==> src/rtl/perfPkg.sv <==
package perfPkg;
  localparam int unsigned EVENT_COUNT = 16;
  localparam int unsigned WORD_W      = 32;
  localparam int unsigned CNT_W       = 2 * WORD_W;
  localparam int unsigned SLOT_COUNT  = 32;
  localparam int unsigned FIRST_EVT   = 3;
  localparam int unsigned RETIRED_BIT = 1;

  localparam logic [11:0] INHIBIT_ADDR = 12'h320;
  localparam logic [11:0] CNT_LO_BASE  = 12'hB00;
  localparam logic [11:0] CNT_HI_BASE  = 12'hB80;

  typedef enum logic [1:0] {
    OP_WRITE = 2'd0,
    OP_SET   = 2'd1,
    OP_CLEAR = 2'd2,
    OP_NONE  = 2'd3
  } csrOp_e;

  typedef struct packed {
    logic              wrInhibit;
    logic              wrSel;
    logic              wrLo;
    logic              wrHi;
    logic [4:0]        slot;
    logic [WORD_W-1:0] value;
  } wrStrobe_t;

  function automatic logic slotPresent(input logic [4:0] slot, input int unsigned numEvt);
    int unsigned s;
    s = 32'(slot);
    return (s == 0) || (s == 2) || ((s >= FIRST_EVT) && (s < FIRST_EVT + numEvt));
  endfunction

  function automatic logic [SLOT_COUNT-1:0] presentMask(input int unsigned numEvt);
    logic [SLOT_COUNT-1:0] m;
    for (int i = 0; i < SLOT_COUNT; i++) m[i] = slotPresent(5'(i), numEvt);
    return m;
  endfunction
endpackage

==> src/rtl/perfCtrl.sv <==
module perfCtrl
  import perfPkg::*;
#(
  parameter int unsigned NUM_EVT = 1
) (
  input  logic [11:0]       csrAddr,
  input  logic              csrWe,
  input  logic [1:0]        csrOp,
  input  logic [WORD_W-1:0] csrWdata,
  input  logic [WORD_W-1:0] curData,
  output wrStrobe_t         strobe
);
  localparam logic [6:0] SEL_BLOCK = INHIBIT_ADDR[11:5];
  localparam logic [6:0] LO_BLOCK  = CNT_LO_BASE[11:5];
  localparam logic [6:0] HI_BLOCK  = CNT_HI_BASE[11:5];

  logic [4:0] slot;
  logic       opValid;
  logic       present;
  logic [6:0] block;

  always_comb begin
    slot    = csrAddr[4:0];
    block   = csrAddr[11:5];
    opValid = csrWe && (csrOp != OP_NONE);
    present = slotPresent(slot, NUM_EVT);

    strobe.slot = slot;
    unique case (csrOp)
      OP_WRITE: strobe.value = csrWdata;
      OP_SET:   strobe.value = curData | csrWdata;
      OP_CLEAR: strobe.value = curData & ~csrWdata;
      default:  strobe.value = curData;
    endcase

    strobe.wrInhibit = opValid && (block == SEL_BLOCK) && (slot == 5'd0);
    strobe.wrSel     = opValid && (block == SEL_BLOCK) && (slot >= 5'(FIRST_EVT)) && present;
    strobe.wrLo      = opValid && (block == LO_BLOCK) && present;
    strobe.wrHi      = opValid && (block == HI_BLOCK) && present;
  end
endmodule

==> src/rtl/perfDatapath.sv <==
module perfDatapath
  import perfPkg::*;
#(
  parameter int unsigned NUM_EVT = 1
) (
  input  logic                   clk,
  input  logic                   rstN,
  input  logic [EVENT_COUNT-1:0] events,
  input  wrStrobe_t              strobe,
  input  logic [11:0]            csrAddr,
  output logic [WORD_W-1:0]      csrRdata,
  output logic [CNT_W-1:0]       cntAll [SLOT_COUNT],
  output logic [SLOT_COUNT-1:0]  inhibitVal
);
  localparam logic [SLOT_COUNT-1:0] INH_MASK = presentMask(NUM_EVT);

  logic [EVENT_COUNT-1:0] selAll [SLOT_COUNT];
  logic [SLOT_COUNT-1:0]  inhibitQ;

  always_ff @(posedge clk or negedge rstN) begin
    if (!rstN)                 inhibitQ <= INH_MASK;
    else if (strobe.wrInhibit) inhibitQ <= strobe.value & INH_MASK;
  end
  assign inhibitVal = inhibitQ;

  for (genvar g = 0; g < SLOT_COUNT; g++) begin : gSlot
    if (slotPresent(5'(g), NUM_EVT)) begin : gLive
      logic [CNT_W-1:0] cntQ;
      logic             hit;
      logic             wrHere;

      if (g == 0) begin : gCyc
        assign hit = 1'b1;
        assign selAll[g] = '0;
      end else if (g == 2) begin : gRet
        assign hit = events[RETIRED_BIT];
        assign selAll[g] = '0;
      end else begin : gEvt
        logic [EVENT_COUNT-1:0] selQ;
        always_ff @(posedge clk or negedge rstN) begin
          if (!rstN) selQ <= '0;
          else if (strobe.wrSel && strobe.slot == 5'(g)) selQ <= strobe.value[EVENT_COUNT-1:0];
        end
        assign hit = |(selQ & events);
        assign selAll[g] = selQ;
      end

      assign wrHere = strobe.slot == 5'(g);

      always_ff @(posedge clk or negedge rstN) begin
        if (!rstN)                       cntQ <= '0;
        else if (strobe.wrLo && wrHere)  cntQ[WORD_W-1:0] <= strobe.value;
        else if (strobe.wrHi && wrHere)  cntQ[CNT_W-1:WORD_W] <= strobe.value;
        else if (!inhibitQ[g] && hit)    cntQ <= cntQ + CNT_W'(1);
      end
      assign cntAll[g] = cntQ;
    end else begin : gAbsent
      assign cntAll[g] = '0;
      assign selAll[g] = '0;
    end
  end

  always_comb begin
    csrRdata = '0;
    unique case (csrAddr[11:5])
      INHIBIT_ADDR[11:5]:
        csrRdata = (csrAddr[4:0] == 5'd0) ? inhibitQ : WORD_W'(selAll[csrAddr[4:0]]);
      CNT_LO_BASE[11:5]: csrRdata = cntAll[csrAddr[4:0]][WORD_W-1:0];
      CNT_HI_BASE[11:5]: csrRdata = cntAll[csrAddr[4:0]][CNT_W-1:WORD_W];
      default:           csrRdata = '0;
    endcase
  end
endmodule

==> src/rtl/perfCounters.sv <==
module perfCounters
  import perfPkg::*;
#(
  parameter int unsigned NUM_EVT = 1
) (
  input  logic        clk,
  input  logic        rstN,
  input  logic [11:0] csrAddr,
  input  logic        csrWe,
  input  logic [1:0]  csrOp,
  input  logic [31:0] csrWdata,
  input  logic [15:0] events,
  output logic [31:0] csrRdata
);
  wrStrobe_t             strobe;
  logic [CNT_W-1:0]      cntAll [SLOT_COUNT];
  logic [SLOT_COUNT-1:0] inhibitVal;

  perfCtrl #(.NUM_EVT(NUM_EVT)) uCtrl (
    .csrAddr (csrAddr),
    .csrWe   (csrWe),
    .csrOp   (csrOp),
    .csrWdata(csrWdata),
    .curData (csrRdata),
    .strobe  (strobe)
  );

  perfDatapath #(.NUM_EVT(NUM_EVT)) uDp (
    .clk       (clk),
    .rstN      (rstN),
    .events    (events),
    .strobe    (strobe),
    .csrAddr   (csrAddr),
    .csrRdata  (csrRdata),
    .cntAll    (cntAll),
    .inhibitVal(inhibitVal)
  );
endmodule

==> config.mk <==
export PLATFORM = sky130hd
export DESIGN_NAME = perfCounters
export DESIGN_NICKNAME = d
export VERILOG_FILES = /design/src/rtl/perfPkg.sv /design/src/rtl/perfCtrl.sv /design/src/rtl/perfDatapath.sv /design/src/rtl/perfCounters.sv
export SDC_FILE = /design/constraint.sdc
export NUM_CORES = 1
export LEC_CHECK = 0
export CAP_MARGIN = 20
export CORE_MARGIN = 3
export CORE_UTILIZATION = 45
export CTS_BUF_LIST = sky130_fd_sc_hd__clkbuf_4
export CTS_CLUSTER_DIAMETER = 80
export DETAILED_ROUTE_END_ITERATION = 6
export GPL_TIMING_DRIVEN = 0
export SLEW_MARGIN = 20
export SYNTH_ARGS = -nofsm -noshare
export SYNTH_HDL_FRONTEND = slang
export SYNTH_SLANG_ARGS = --single-unit
==> constraint.sdc <==
create_clock -name clk -period 5 [get_ports clk]
set_input_delay 1.5 -clock clk [delete_from_list [all_inputs] [get_ports clk]]
set_output_delay 1.5 -clock clk [all_outputs]
set_load 0.02 [all_outputs]
==> flow_summary.ini, run 1 <==
[cts]
cts_buffers = 69
h-tree-depth = 3
cts_tree = yes
clkSlewWorstSetupHoldPaths_ns = 0.06
hold_buffers = 0
clock_sinks = 211
cts-root-buf = clkbuf_4
clk_latency_ns = 0.76
cts_max_path_buffers = 3

[critical_path]
rr_startpoint = uDp.gSlot[3].gLive.cntQ[18]
path_class = in2out
reg2reg_depth = 8
arrival_ns = 3.49
path_max_fanout = 10
critPathLaunch = csrAddr[1]
critPathCapture = csrRdata[7]
cp_data_required_time_ns = 3.50
critPathCaptureType = primary output
timing.rr.end = uDp.gSlot[3].gLive.cntQ[55]
r2r_setup_slack_ns = 1.75
worst_setup_path_start_kind = input port

[synth]
yosys_register_bits = 211
synth-edff-count = 0
synth_fp_nets = 2005
ys_types = 82
synth_top_area_frac = 0.338
synth_seq_area_share = 0.343
synth_area_per_cell_sq_um = 7.95
ys_top_cells_by_area = dfrtp_1 (34%), nand2_1 (7.1%), mux2i_1 (4.7%), o21ai_0 (4.7%), a21oi_1 (3.9%)
syn_inst = 1937
synthArstFlopShare = 1.00
synth_top_cell_by_area = dfrtp_1
synth_flop_cell = dfrtp_1
yosysWarnings = 0
syn_area_sq_mm = 0.0154

[layout]
final_cells = 2638
regArea_sq_mm = 0.00528
final_core_utilization = 0.562
layout.nets = 2213
layout_common_cells = nand2_1 (291), dfrtp_1 (208), o21ai_0 (143)
nFillCells = 3164
drive_above_1_share = 0.156
multi_input_area_sq_mm = 0.0101
fin_area_sq_mm = 0.0189
areaGrowthSynthToFinish_pct = 22.7
layout_commonest_cell = nand2_1

[floorplanning]
die_x_microns = 191
rows = 67
initial_core_util = 0.458
dieArea_sq_mm = 0.0365
num_io_pins = 97
core_area_sq_mm = 0.0336
dieHeight_microns = 191

[drt]
drt_first_iter_violations = 2276
drcViolationCount = 0
avgRoutedWirePerCell_microns = 29.8
drt_wl_total_microns = 78700
via_per_inst = 6.76
firstDrtPassIters = 5
ant_nets = 0
dr_total_vias = 17800

[pwr]
p_per_area_mw_per_mm2 = 233
power.internal_mw = 2.98
comb_power_share = 0.147
peakVddDrop_uv = 159
power_frac_clock = 0.419
power.leakage_nw = 7.42
p_seq_frac = 0.434
switching_power_mw = 1.42
swShare = 0.322

[grt]
overflow = 0
globalRouteTotalUtil = 0.429
grt_pass1_vias = 16600
grt_max_degree = 91
grt_antenna_before_repair = 3
grt_first_pass_wirelength_microns = 114000

[sta]
period_minus_slack_ns = 4.99
relSlewSlack = 0.196
holdWs_ns = 0.535
fin_skew_ns = 0.0576
hold_violations = 0
slew_viol_final = 0
tightest_slew_ns = 1.21
max_freq_ghz = 0.200
setup_viol_count_final = 0
min_period_over_period = 0.999

[place]
dpl.cell_count = 2501
dp_hpwl_microns = 58600
numPortBuffers = 95
placed_cell_area_sq_mm = 0.0174
gp_congestion = 1.03

[min_path]
hp-class = reg2reg

[job]
maxCapViolCount = 0

[run_status]
status = finished, final reports clean
registers in the layout (all words and copies together) (netlist names):
signal / cells
uDp.gSlot.gLive.cntQ: 192
uDp.gSlot.gLive.gEvt.selQ: 16
uDp.inhibitVal: 3
synth_stat cells, types with 36 or more instances:
cell / number
nand4_1: 64
mux2i_1: 73
a21oi_1: 119
and3_1: 42
nand3_1: 103
nor3_1: 43
inv_1: 41
xor2_1: 62
nor2_1: 129
a22oi_1: 36
o21ai_0: 145
clkbuf_1: 82
o21ai_1: 63
dfrtp_1: 208
nand2_1: 293
how the worst min path moves through the flow:
stage | start | end | cells past startpoint
final | uDp.gSlot[3].gLive.gEvt.selQ[1] | uDp.gSlot[3].gLive.gEvt.selQ[1] | 1
after global routing | uDp.gSlot[3].gLive.gEvt.selQ[1] | uDp.gSlot[3].gLive.gEvt.selQ[1] | 1
after CTS | uDp.gSlot[3].gLive.gEvt.selQ[1] | uDp.gSlot[3].gLive.gEvt.selQ[1] | 1
after detailed placement | uDp.gSlot[3].gLive.gEvt.selQ[1] | uDp.gSlot[3].gLive.gEvt.selQ[1] | 1
after global placement | uDp.gSlot[3].gLive.gEvt.selQ[1] | uDp.gSlot[3].gLive.gEvt.selQ[1] | 1
after floorplan | uDp.gSlot[3].gLive.gEvt.selQ[7] | uDp.gSlot[3].gLive.gEvt.selQ[7] | 2
metal layers:
metal  vias up  track usage  wire (microns)
li1       7641            -               -
met1      8620        0.592           31500
met2      1299        0.607           31900
met3       263        0.120            9800
met4         2        0.235            5450
met5         -            0              13
critical path, cell delays in order:
cell and delay, ns:
clkdlybuf4s15_2 0.25, buf_6 0.17, buf_12 0.15, buf_16 0.18, mux2i_4 0.30, o21ai_0 0.14, a22oi_2 0.26, o21ai_2 0.10
nor2b_1 0.15, clkdlybuf4s15_2 0.26
stage by stage:
stage	total power, mW	TNS, ns	worst slack, ns
4_1_cts	4.38	-0.124	-0.0650
5_1_grt	4.54	-0.00703	-0.00703
3_5_place_dp	2.51	-42.81	-1.44
6_report	4.40	0	0.00565
2_1_floorplan	2.17	0	0.430
3_3_place_gp	2.46	-1637.93	-7.18
cells by family (layout without fill, tap and decap cells):
group | Yosys count | count (layout) | synth area share
other | 0 | 5 | 0
adder cells (fa/ha/maj) | 3 | 3 | 0.00244
XOR/XNOR | 92 | 92 | 0.0524
buffers and inverters | 168 | 416 | 0.0442
multiplexers | 86 | 86 | 0.0570
AO/OA/AOI/OAI | 562 | 562 | 0.232
AND/OR/NAND/NOR | 815 | 815 | 0.268
flip-flops | 211 | 211 | 0.343
final cells by class:
class,count,share of cell area
diodes,5,0.000662
plain buffers,123,0.0352
clock buffers,94,0.0374
clock inverters,17,0.00623
inverters,42,0.00834
multi-input cells,1558,0.533
flip-flops and latches,211,0.280
well taps,448,0.0297
repair buffers,140,0.0702
what timing repair did:
item,in CTS,in global routing
resized for setup,201,27
gates cloned,1,0
endpoints found under the setup margin,32,23
setup buffers,20,3
pin swaps,11,5
power groups by stage:
stage | clock network (mW) | logic [mW] | registers (mW)
after floorplan | 0 | 0.288 | 1.88
after CTS | 1.86 | 0.618 | 1.90
final | 1.84 | 0.645 | 1.91
after global routing | 1.95 | 0.679 | 1.91
after global placement | 0 | 0.537 | 1.93
after detailed placement | 0 | 0.584 | 1.93
No activity file was read; power rests on OpenSTA's default activity.
==> run 2: changes to the inputs <==
Settings changed: GPL_ROUTABILITY_DRIVEN set to 0.
==> run 2 against run 1 <==
Effect of this change:
- the flow now finishes with violations (negative setup slack)
- combinational power up 0.8%
- final cell count up 0.23%
- first-iteration DRC count up 35%
- maximum frequency down 0.22%
- via count down 0.36%
- routed wire length down 5.4%
- die area unchanged
- critical path depth unchanged
- cell area about the same
- clock skew up 0.014 ns
==> flow_summary.ini, run 2 (same netlist as run 1, synthesis figures left out) <==
[run_status]
status = finished with violations
violations = negative setup slack

[layout]
largest-register = uDp.gSlot.gLive.cntQ
layout.nets = 2208
nFillCells = 3191
layout_common_cells = nand2_1 (291), dfrtp_1 (208), o21ai_0 (138)
drive_above_1_share = 0.162
layout_commonest_cell = nand2_1
areaGrowthSynthToFinish_pct = 22.7
largest_register_ffs = 192
final_core_utilization = 0.562

[sta]
max_freq_ghz = 0.200
holdWs_ns = 0.529
fin_skew_ns = 0.0715
period_minus_slack_ns = 5.01
rsz0062_at_grt = yes
setup_viol_count_final = 1
min_period_over_period = 1.00
slew_viol_final = 0
tightest_slew_ns = 1.26
hold_violations = 0
relSlewSlack = 0.154
setup_slack_ns = -0.00549

[min_path]
hp-class = reg2reg
min_path_cells = 2

[pwr]
swShare = 0.331
p_seq_frac = 0.447
p_per_area_mw_per_mm2 = 226
peakVddDrop_uv = 134
comb_power_share = 0.152
switching_power_mw = 1.41
power_frac_clock = 0.401
power.internal_mw = 2.85
power.leakage_nw = 7.35

[critical_path]
critPathCaptureType = primary output
rr_startpoint = uDp.gSlot[3].gLive.cntQ[18]
timing.rr.end = uDp.gSlot[3].gLive.cntQ[51]
reg2reg_depth = 8
r2r_setup_slack_ns = 1.68
arrival_ns = 3.51
critical_path.cell_chain = clkdlybuf4s50_1 -> buf_8 -> and2_1 -> buf_6 -> buf_4 -> nand2_1 -> o21ai_0 -> a22oi_2 -> nor2_2 -> clkdlybuf4s15_2
critPathCapture = csrRdata[24]
path_max_fanout = 10
worst_setup_path_start_kind = input port
cp_data_required_time_ns = 3.50
critical_path.max_stage_delay_ns = 0.51
slowest_stage = clkdlybuf4s50_1
path_class = in2out
critPathLaunch = csrAddr[0]

[cts]
clock_sinks = 211
hold_buffers = 0
cts-root-buf = clkbuf_4
cts_max_path_buffers = 3
cts_tree = yes
h-tree-depth = 2
clk_latency_ns = 0.86
clkSlewWorstSetupHoldPaths_ns = 0.06
cts_buffers = 61

[grt]
globalRouteTotalUtil = 0.403
grt_antenna_before_repair = 4
grt_pass1_vias = 16300
grt_max_degree = 91
grt_first_pass_wirelength_microns = 108000
overflow = 0

[drt]
drcViolationCount = 0
avgRoutedWirePerCell_microns = 28.1
drt_first_iter_violations = 3063
firstDrtPassIters = 7
via_per_inst = 6.72
drt_wl_total_microns = 74400
ant_nets = 0
dr_total_vias = 17800

[place]
numPortBuffers = 95
dp_slack_ns = -1.36
dp_hpwl_microns = 55300

[floorplanning]
dieHeight_microns = 191
dieArea_sq_mm = 0.0365
core_area_sq_mm = 0.0336
initial_core_util = 0.458
rows = 67
die_x_microns = 191
num_io_pins = 97

[job]
maxCapViolCount = 0
run 2: changes by cell type in the layout (fill, tap and decap cells not counted), moves of 5 or more:
cell	change
buf_6	-5
dlygate4sd2_1	-7
mux2i_1	-5
buf_8	+5
o21ai_0	-5
clkinv_1	+8
buf_4	+12
buf_2	-6
clkbuf_2	+6
run 2: cell type report:
cell class | count | area, sq um | area share
Antenna cell | 6 | 15.0 | 0.000795
Buffer | 125 | 752 | 0.0398
Clock buffer | 91 | 683 | 0.0362
Clock inverter | 22 | 82.6 | 0.00437
Inverter | 42 | 158 | 0.00835
Multi-Input combinational cell | 1558 | 10100 | 0.533
Sequential cell | 211 | 5280 | 0.280
Tap cell | 448 | 561 | 0.0297
Timing Repair Buffer | 141 | 1290 | 0.0685
run 2: worst min path at each step:
stage	slack (ns)	to	from
floorplan	0.47	uDp.gSlot[3].gLive.gEvt.selQ[7]	uDp.gSlot[3].gLive.gEvt.selQ[7]
global placement	0.52	uDp.gSlot[3].gLive.gEvt.selQ[11]	uDp.gSlot[3].gLive.gEvt.selQ[11]
detailed placement	0.51	uDp.gSlot[3].gLive.gEvt.selQ[11]	uDp.gSlot[3].gLive.gEvt.selQ[11]
CTS	0.53	uDp.gSlot[3].gLive.gEvt.selQ[11]	uDp.gSlot[3].gLive.gEvt.selQ[11]
global route	0.58	uDp.gSlot[3].gLive.gEvt.selQ[11]	uDp.gSlot[3].gLive.gEvt.selQ[11]
finish	0.53	uDp.gSlot[3].gLive.gEvt.selQ[11]	uDp.gSlot[3].gLive.gEvt.selQ[11]
run 2: what timing repair did:
| item | 4_1_cts | 5_1_grt |
|---|---|---|
| setup buffers | 20 | 4 |
| endpoints found under the setup margin | 32 | 32 |
| pin swaps | 14 | 11 |
| resized for setup | 234 | 53 |
run 2: metal layers:
metal / global-route usage / vias up / wire, microns
met4: 0.238 / 4 / 5080
met3: 0.131 / 298 / 10600
met2: 0.557 / 1375 / 29800
li1: - / 7614 / -
met5: 0 / - / 29
met1: 0.548 / 8470 / 28800
run 2: power groups by stage:
| stage | logic (mW) | registers (mW) | clock network, mW |
|---|---|---|---|
| floorplan | 0.288 | 1.88 | 0 |
| global placement | 0.532 | 1.92 | 0 |
| detailed placement | 0.574 | 1.93 | 0 |
| CTS | 0.622 | 1.90 | 1.71 |
| global route | 0.676 | 1.91 | 1.80 |
| finish | 0.650 | 1.90 | 1.71 |
run 2: per-stage QoR:
stage / instances / cell area [sq um] / power (mW) / setup TNS (ns)
after floorplan: 1937 / 15400 / 2.17 / 0
after global placement: 2480 / 16900 / 2.46 / -1598.81
after detailed placement: 2502 / 17300 / 2.50 / -37.26
after CTS: 2634 / 18800 / 4.23 / -0.0649
after global routing: 2640 / 18900 / 4.39 / -0.204
final: 2644 / 18900 / 4.26 / -0.00549
run 2: worst max-delay path: cells and delay by family:
family                 cells  cell delay [ns]
AND/OR/NAND/NOR            3             0.38
AO/OA/AOI/OAI              2             0.30
buffers and inverters      5             1.30
